==> src/rtl/ebuf_pkg.sv <==
package ebuf_pkg;
  localparam int SLOTS = 2;
  localparam int PTR_W = 1;
  localparam int OCC_W = $clog2(SLOTS + 1);

  typedef struct packed {
    logic wrEn;   // store the incoming token in the write slot
    logic rdEn;   // retire the oldest token
  } ctrlStrobes_t;
endpackage

==> src/rtl/ebuf_ctrl.sv <==
module ebuf_ctrl
  import ebuf_pkg::*;
(
  input  logic         clk,
  input  logic         rst,
  input  logic         inValid,
  input  logic         outStop,
  output logic         inStop,
  output logic         outValid,
  output ctrlStrobes_t strobes
);
  logic [OCC_W-1:0] occ, occNext;
  logic stopReg;
  logic inXfer, outXfer;

  assign inXfer  = inValid && !stopReg;
  assign outXfer = (occ != '0) && !outStop;

  always_comb begin
    occNext = occ;
    case ({inXfer, outXfer})
      2'b10:   occNext = occ + 1'b1;
      2'b01:   occNext = occ - 1'b1;
      default: occNext = occ;
    endcase
  end

  always_ff @(posedge clk) begin
    if (rst) begin
      occ     <= '0;
      stopReg <= 1'b0;
    end else begin
      occ     <= occNext;
      stopReg <= (occNext == OCC_W'(SLOTS));
    end
  end

  assign inStop       = stopReg;
  assign outValid     = (occ != '0);
  assign strobes.wrEn = inXfer;
  assign strobes.rdEn = outXfer;


  no_overflow_chk: assert property (@(posedge clk) disable iff (rst)
    (occ == OCC_W'(SLOTS)) && inValid |-> inStop);


  stop_on_fill_chk: assert property (@(posedge clk) disable iff (rst)
    (occ == OCC_W'(1)) && inXfer && outStop |=> inStop && outValid);


  steady_flow_chk: assert property (@(posedge clk) disable iff (rst)
    (occ == OCC_W'(1)) && inXfer && !outStop |=> !inStop && outValid);
endmodule

==> src/rtl/ebuf_dp.sv <==
module ebuf_dp
  import ebuf_pkg::*;
#(
  parameter int DATA_W = 8
) (
  input  logic              clk,
  input  logic              rst,
  input  ctrlStrobes_t      strobes,
  input  logic [DATA_W-1:0] inData,
  output logic [DATA_W-1:0] outData
);
  logic [DATA_W-1:0] slot [SLOTS];
  logic [PTR_W-1:0]  wrPtr, rdPtr;

  always_ff @(posedge clk) begin
    if (rst) begin
      wrPtr <= '0;
      rdPtr <= '0;
    end else begin
      if (strobes.wrEn) wrPtr <= wrPtr + 1'b1;
      if (strobes.rdEn) rdPtr <= rdPtr + 1'b1;
    end
  end

  for (genvar s = 0; s < SLOTS; s++) begin : g_slot
    always_ff @(posedge clk) begin
      if (strobes.wrEn && (wrPtr == PTR_W'(s))) slot[s] <= inData;
    end
  end

  assign outData = slot[rdPtr];


  order_adv_chk: assert property (@(posedge clk) disable iff (rst)
    strobes.rdEn |=> rdPtr != $past(rdPtr));
endmodule

==> src/rtl/elastic_buf2.sv <==
module elastic_buf2
  import ebuf_pkg::*;
#(
  parameter int DATA_W = 8
) (
  input  logic              clk,
  input  logic              rst,
  input  logic [DATA_W-1:0] inData,
  input  logic              inValid,
  output logic              inStop,
  output logic [DATA_W-1:0] outData,
  output logic              outValid,
  input  logic              outStop
);
  ctrlStrobes_t strobes;

  ebuf_ctrl u_ctrl (
    .clk(clk), .rst(rst), .inValid(inValid), .outStop(outStop),
    .inStop(inStop), .outValid(outValid), .strobes(strobes)
  );

  ebuf_dp #(.DATA_W(DATA_W)) u_dp (
    .clk(clk), .rst(rst), .strobes(strobes),
    .inData(inData), .outData(outData)
  );


  retry_hold_chk: assert property (@(posedge clk) disable iff (rst)
    outValid && outStop |=> outValid && $stable(outData));
endmodule

==> config.mk <==
export PLATFORM = sky130hd
export DESIGN_NAME = elastic_buf2
export DESIGN_NICKNAME = d
export VERILOG_FILES = /design/src/rtl/ebuf_pkg.sv /design/src/rtl/ebuf_ctrl.sv /design/src/rtl/ebuf_dp.sv /design/src/rtl/elastic_buf2.sv
export SDC_FILE = /design/constraint.sdc
export NUM_CORES = 1
export LEC_CHECK = 0
export ABC_CLOCK_PERIOD_IN_PS = 2000
export BUFFER_PORTS_ARGS = -buffer_cell sky130_fd_sc_hd__buf_2
export CORE_AREA = 2 2 43 65
export DETAILED_ROUTE_END_ITERATION = 16
export DIE_AREA = 0 0 45 67
export PLACE_DENSITY = 0.53
export SLEW_MARGIN = 20
export SYNTH_ARGS = -nofsm -noshare
export SYNTH_HDL_FRONTEND = slang
export SYNTH_SLANG_ARGS = --single-unit
==> constraint.sdc <==
create_clock -name clk -period 2 [get_ports clk]
set_input_delay 0.4 -clock clk [delete_from_list [all_inputs] [get_ports clk]]
set_output_delay 0.4 -clock clk [all_outputs]
set_load 0.03 [all_outputs]
* Yosys cells after proc, flatten, opt, wreduce, memory -nomap -nowiden *
Memories as Yosys holds them, arrays and structs flattened. A register that Yosys moved wholly into a read port is not among the register bits.
Index checks and enable logic that the tools add are counted.
W data, S select, Z words.

word-level totals
  register bits after elaboration = 5
  latch bits = 0
  memory bits (writable) = 16
  ROM bits = 0
  output and inout bits = 10
  logic and storage cells = 31
  memories = 1

memories
  name       words  bits a word  rd ports  clocked after memory_dff  wr ports  RTL line       source
  u_dp.slot  2      8            1         1                         1         ebuf_dp.sv:12  logic [DATA_W-1:0] slot [SLOTS];

operators by class
  $add $sub $neg = 4
  multiply operators = 0
  div/mod/pow operators = 0
  order comparisons = 0
  equality and inequality tests = 3
  shifts and indexed selects = 0
  muxes and demuxes = 10
  bitwise logic cells = 1
  reduce and logical (&&, ||, !) cells = 8

operator list
  kind                   count
  $mux W1                8
  $mux W8                1
  $reduce_or A8 Y1       1
  $eq A2 B2 Y1 const B   2
  $logic_and A1 B1 Y1    4
  $pmux W2 S2            1
  $add A1 B1 Y1 const B  2
  $add A2 B1 Y2 const B  1
  $eq A2 B1 Y1 const B   1
  $logic_not A1 Y1       2
  $reduce_bool A2 Y1     1
  $sub A2 B1 Y2 const B  1
  $not A1 Y1             1

* Depth between registers and ports, before layout *
Gate-level depths: netlist of run 1.

  depth in word-level cells = 7
  gate-level depth with buffers = 6

* Hierarchy *
From an unflattened synthesis of run 1, not the netlist that was laid out.

second synthesis, totals
  cells, all modules = 55
  area total of the unflattened synthesis = 887.1 um2

modules (own cells, without submodules)
  module     instances  cells each  area an instance (um2)
  ebuf_dp    1          35          713.2
  ebuf_ctrl  1          20          173.9

* Worst setup path before layout of run 1 *
Ideal clock, no wire load.

  kind = reg2reg
  start point = register u_ctrl.stopReg, in the netlist u_ctrl.inStop
  end point = register u_ctrl.occ[1]
  setup time = 70 ps
  data arrival time = 1,422 ps
  required time = 1,930 ps
  setup slack = 508 ps
  cell stages (with the launch flop) = 5
  path buffers = 0
  cells stage by stage = dfxtp_1 nand2b_1 ha_1 or3_1 a21oi_1

between the ends
  cells in the longest elaborated chain, start to end = 4
  elaborated cells between the ends (all ways) = 5
  classes of those cells = eq/ne (2); mux (1); reduce/logical (2)

ends and longest elaborated chain
  item                                                 RTL line         source
  start: declaration                                   ebuf_ctrl.sv:13  logic stopReg;
  start signal: assignment                             ebuf_ctrl.sv:34  stopReg <= (occNext == OCC_W'(SLOTS));
  $logic_not A1 Y1 *                                   ebuf_ctrl.sv:16  assign inXfer = inValid && !stopReg;
  $logic_and A1 B1 Y1 *                                ebuf_ctrl.sv:16
  $eq A2 B1 Y1 / $eq A2 B2 Y1 (equally long branches)  ebuf_ctrl.sv:21  case ({inXfer, outXfer})
  $pmux W2 S2 *                                        ebuf_ctrl.sv:21
  end signal: assignment                               ebuf_ctrl.sv:33  occ <= occNext;
  end: declaration                                     ebuf_ctrl.sv:12  logic [OCC_W-1:0] occ, occNext;

Mark *: on every way between the ends. The rest lies on a longest branch, timed or not.
A chain may end at the register's enable or synchronous reset.

==> results of run 1 <==
## layout by cell type (no fill, tap or decap), types with 3 or more instances in the layout
| master | netlist | routed |
|---|---|---|
| edfxtp_1 | 16 | 16 |
| nor2_1 | 6 | 6 |
| buf_2 | 1 | 21 |
| dfxtp_1 | 6 | 6 |
| xnor2_1 | 3 | 3 |
| clkbuf_4 | 0 | 3 |
| a21oi_1 | 3 | 3 |
| mux2_2 | 8 | 8 |
## logic make-up after synthesis
| group | count (synthesis) |
|---|---|
| xor gates and xnor gates | 3 |
| DFF | 22 |
| AOI/OAI and AO/OA | 6 |
| adders and majority gates | 1 |
| muxes | 8 |
| buffers and inverters | 3 |
| and+or+nand+nor | 12 |
## registers in the layout, indices dropped and copies added, names as in the netlist, named ones only
name,count
u_ctrl.inStop,1
u_ctrl.occ,2
u_dp.rdPtr,1
u_dp.slot,16
u_dp.wrPtr,1
## path summary, 6_finish.rpt
kind                                    start              end  slack (ns)  cells after the start
worst max-delay path                flip-flop       outData[1]        0.20                      2
worst min-delay path                inData[7]  u_dp.slot[1][7]        0.28                      1
worst max register to register  u_ctrl.occ[0]    u_ctrl.occ[1]        0.45                      5
worst min register to register     u_dp.rdPtr        flip-flop        0.52                      2
## area by class of cell
class	instances	share of cell area
Multi-Input combinational cell	30	0.220
Tap cell	24	0.0299
Clock buffer	3	0.0224
Sequential cell	22	0.597
Clock inverter	1	0.00373
Timing Repair Buffer	23	0.119
Inverter	2	0.00746
## stage by stage
step / power, mW / hold WS (ns) / util / cell area (um^2) / worst slack, ns
after floorplan: 0.882 / 0.469 / - / 835 / 0.508
after global placement: 0.974 / 0.494 / 0.404 / 980 / 0.495
after detailed placement: 0.983 / 0.503 / 0.404 / 980 / 0.479
after CTS: 1.18 / 0.271 / 0.415 / 1010 / 0.155
after global routing: 1.24 / 0.259 / 0.415 / 1010 / 0.104
final: 1.17 / 0.284 / 0.415 / 1010 / 0.199
## worst reg2reg max path: cells and delay by family (launching register included)
family                     cells  cell delay (ns)
DFF                            1             0.36
AOI/OAI and AO/OA              1             0.15
and+or+nand+nor                3             0.65
adders and majority gates      1             0.34
## layer usage
metal  GRT usage  vias to the layer above  wire length (um)
met5           0                        -                 0
met4      0.0772                        0                29
met3      0.0163                        4                62
met2       0.177                       15               670
met1      0.0895                      224               500
li1            -                      251                 -
## power by group through the flow
stage                     Sequential (mW)  Clock, mW  Combinational, mW
after global placement              0.612          0              0.362
after floorplan                     0.604          0              0.278
final                               0.602      0.199              0.365
after detailed placement            0.615          0              0.368
after CTS                           0.605      0.209              0.370
after global routing                0.613      0.234              0.395
==> out/results.ini, run 1 <==
[run_status]
outcome = finished, final reports clean

[cells_and_area]
antenna_cells = 0
multi_input_area_um2 = 221
drive_gt1_frac = 0.420
final_cells = 105
nFillCells = 242
num-nets-final = 95
syn2layout_area_growth_pct = 20.5
regArea_um2 = 601

[clocking]
clk_path_buf_depth = 2
cts_setup_buffers = 0
postCtsHoldBufs = 0
insertion_delay_ns = 0.30
root_buffer = clkbuf_4
clkTransAtPathRegs_ns = 0.11
htree_levels = 1
cts_tree = built
cts_made_buffers = 3
ctsResizeCount = 0
cts.sinks = 22

[logic_synthesis]
synth_mux_area_frac = 0.108
synth-edff-count = 16
synth.area.top_cells = edfxtp_1 58%, dfxtp_1 14%, mux2_2 11%
yosys.area_share.simple = 0.0720
netlist_instances = 55
ys_ff_latch = 22
synth_warnings = 0
synthMostInstantiatedCell = edfxtp_1
synthAdderAreaFrac = 0.0150
syn_area_um2 = 835
yosys.area.top_type = edfxtp_1
synth_compound_area_frac = 0.0390
avgSynthCellArea_um2 = 15.2
syn-num-nets = 68
yosysTopAreaCellShare = 0.576
synth-xor-area-share = 0.0315
synth_ff_type = edfxtp_1
ys_types = 16
yosysSeqAreaShare = 0.720
async_flop_share = 0
synth_commonest_cells = 16 x edfxtp_1, 8 x mux2_2, 6 x dfxtp_1, 6 x nor2_1
synth_top_family_by_area = multiplexers

[timing]
period_share = 0.900
finalSetupViolCount = 0
rsz0062_at_grt = no
worst_pin_slew_ns = 0.353
slew_viol_final = 0
final_hold_viol_count = 0
setup_tns_ns = 0
fmax_mhz = 555
slew_headroom = 0.765
clock_skew_ns = 0.00282
post-route-min-period_ns = 1.80

[route]
totalWireLength_um = 1260
drt_iter0_drc = 15
antenna_left = 0
wl_per_cell_um = 12.0
avgViaCountPerCell = 4.70
drt_first_pass_iters = 3
drc = 0
vias = 494

[placed_design]
place.gp.congestion = 0.645
hpwl_um = 934
numPortBuffers = 21
dp_cells = 101

[global_route]
grt_antenna_before_repair = 0
overflow = 0
grt_pass1_wl_um = 2010
grt_usage = 0.0974
grt_pass1_vias = 513
grt_max_degree = 13

[worst_setup_path]
cp_slowest_stage_delay_ns = 0.55
critPathCaptureType = output pin
critPathMaxFanout = 8
crit_arrival_ns = 1.40
cp_num_buf_inv = 1
critPathRequiredTime_ns = 1.60
critical_path.top_delay_family = flip-flops
startpoint_type = flip-flop
cp_cell_sequence = mux2_2 > buf_2
path_class = flip-flop to output pin
cpMaxStageDelayCell = dfxtp_1

[pwr]
p_switching_mw = 0.385
p_sw_frac = 0.330
p_int_mw = 0.782
ir_drop_mv = 0.428
p_seq_frac = 0.516
combPwrFrac = 0.313
powerDensity_nw_per_um2 = 1160
p_leak_nw = 0.393
pwr-share-clk = 0.171

[floorplanning]
row_count = 22
core-area_um2 = 2420
die-width_um = 45
die_y_um = 67
initial_core_util = 0.345
io_pins = 22
die-area_um2 = 3020

[job]
cap_violations = 0

[hold_path]
hp-class = input pin to flip-flop

No activity file was read; power rests on OpenSTA's default activity.
==> run 2, diff against run 1 <==
ABC_CLOCK_PERIOD_IN_PS = 1800   (was 2000)
clock period = 1.8 ns   (was 2 ns; I/O delays follow)
==> out/results.ini, run 2 (synthesis gave the netlist of run 1 again) <==
[global_route]
grt_pass1_wl_um = 1950  ; -3.1%
overflow = 0  ; unchanged
grt_usage = 0.0920  ; -0.00542
grt_pass1_vias = 494  ; -3.7%
grt_max_degree = 13  ; unchanged
grt_antenna_before_repair = 0  ; unchanged

[worst_setup_path]
startpoint_type = flip-flop
endpoint = outData[5]
cp_slowest_stage_delay_ns = 0.45  ; -0.10 ns
cp.depth = 2  ; unchanged
critPathRequiredTime_ns = 1.44  ; -0.16 ns
crit_arrival_ns = 1.28  ; -0.12 ns
path_class = flip-flop to output pin
cp_num_buf_inv = 1  ; unchanged
r2r_slack_ns = 0.28  ; -0.17 ns
reg2reg_depth = 6  ; +1
reg2reg_to = u_ctrl.occ[1]
critPathCaptureType = output pin
cpMaxStageDelayCell = dfxtp_2
cp_cell_sequence = mux2_2 > buf_2
critical_path.top_delay_family = flip-flops
timing.rr.start = u_ctrl.occ[1]
critPathMaxFanout = 8  ; unchanged

[hold_path]
hp-class = input pin to flip-flop
hold-path-cell-count = 1  ; unchanged

[cells_and_area]
num-nets-final = 95  ; unchanged
largestRegisters = u_dp.slot x16, u_ctrl.occ x2
syn2layout_area_growth_pct = 20.7
antenna_cells = 0  ; unchanged
layout_common_cells = 21 x buf_2, 16 x edfxtp_1, 8 x mux2_2, 6 x nor2_1, 5 x dfxtp_1
final_cells = 105  ; unchanged
layout_commonest_cell = buf_2
top_register = u_dp.slot
largest_reg_flops = 16  ; unchanged
post-route-util = 0.416  ; +0.000517
drive_gt1_frac = 0.432  ; +0.0123

[floorplanning]
initial_core_util = 0.345  ; unchanged
row_count = 22  ; unchanged
die-area_um2 = 3020  ; unchanged
core-area_um2 = 2420  ; unchanged
die-width_um = 45  ; unchanged
io_pins = 22  ; unchanged
die_y_um = 67  ; unchanged

[timing]
final_hold_viol_count = 0  ; unchanged
rsz0062_at_grt = no
fmax_mhz = 610
slew_viol_final = 0  ; unchanged
setup_tns_ns = 0  ; unchanged
post-route-min-period_ns = 1.64
worst_pin_slew_ns = 0.210  ; -0.142 ns
clock_skew_ns = 0.00574  ; +0.00292 ns
slew_headroom = 0.858  ; +0.0936
finalSetupViolCount = 0  ; unchanged
period_share = 0.911

[pwr]
ir_drop_mv = 0.453  ; +5.9%
p_switching_mw = 0.418  ; +8.4%
p_int_mw = 0.870  ; +11%
pwr-share-clk = 0.165  ; -0.006
powerDensity_nw_per_um2 = 1280  ; +10%
p_sw_frac = 0.324  ; -0.00573
p_seq_frac = 0.521  ; +0.005
combPwrFrac = 0.314  ; about the same
p_leak_nw = 0.394  ; +0.10%

[placed_design]
numPortBuffers = 21  ; unchanged
place.gp.congestion = 0.649  ; +0.56%
dp_cells = 101  ; unchanged
hpwl_um = 918  ; -1.7%

[clocking]
root_buffer = clkbuf_4
postCtsHoldBufs = 0  ; unchanged
cts_tree = built
insertion_delay_ns = 0.29  ; about the same
cts_setup_buffers = 0  ; unchanged
htree_levels = 1  ; unchanged
cts.sinks = 22  ; unchanged
clkTransAtPathRegs_ns = 0.11  ; about the same
clk_path_buf_depth = 2  ; unchanged
ctsResizeCount = 1  ; +1
cts_made_buffers = 3  ; unchanged

[route]
vias = 514  ; +4.0%
avgViaCountPerCell = 4.90  ; +4.0%
drt_first_pass_iters = 4  ; +1
drc = 0  ; unchanged
wl_per_cell_um = 11.6  ; -3.2%
antenna_left = 0  ; unchanged
drt_iter0_drc = 15  ; unchanged
totalWireLength_um = 1220  ; -3.2%

[job]
cap_violations = 0  ; unchanged

[run_status]
outcome = finished, final reports clean

==> run 2: worst min-delay path by stage <==
stage | start | to | slack [ns]
2_1_floorplan | rst | flip-flop | 0.43
3_3_place_gp | u_dp.rdPtr | u_dp.rdPtr | 0.50
3_5_place_dp | u_dp.rdPtr | u_dp.rdPtr | 0.51
4_1_cts | inData[3] | u_dp.slot[0][3] | 0.23
5_1_grt | inData[3] | u_dp.slot[0][3] | 0.23
6_report | inData[4] | u_dp.slot[0][4] | 0.24
==> run 2: layer usage <==
| layer | vias up | part of all wire | global-route usage |
|---|---|---|---|
| li1 | 254 | - | - |
| met3 | 2 | 0.058 | 0.0190 |
| met5 | - | 0 | 0 |
| met2 | 13 | 0.55 | 0.168 |
| met1 | 245 | 0.38 | 0.0793 |
| met4 | 0 | 0.011 | 0.0772 |
==> run 2: layout make-up <==
type	count	area, um^2
clock buffer	3	22.5
clock inverter	1	3.75
fill	263	1420
inverter	2	7.51
multi-input combinational	30	221
sequential	22	602
tap	24	30.0
timing repair buffer	23	120
==> run 2: power by group through the flow <==
stage / logic [mW] / clock network, mW / registers [mW]
after floorplan: 0.309 / 0 / 0.671
after global placement: 0.400 / 0 / 0.680
after detailed placement: 0.407 / 0 / 0.683
after CTS: 0.411 / 0.224 / 0.673
after global routing: 0.438 / 0.243 / 0.681
final: 0.404 / 0.213 / 0.671
==> run 2: per-stage QoR <==
stage	total power, mW	cell area [um^2]	hold slack (ns)	worst slack [ns]
6_report	1.29	1010	0.244	0.160
5_1_grt	1.36	1010	0.228	0.0889
4_1_cts	1.31	1010	0.234	0.117
3_5_place_dp	1.09	980	0.511	0.298
3_3_place_gp	1.08	980	0.504	0.333
2_1_floorplan	0.980	835	0.429	0.308
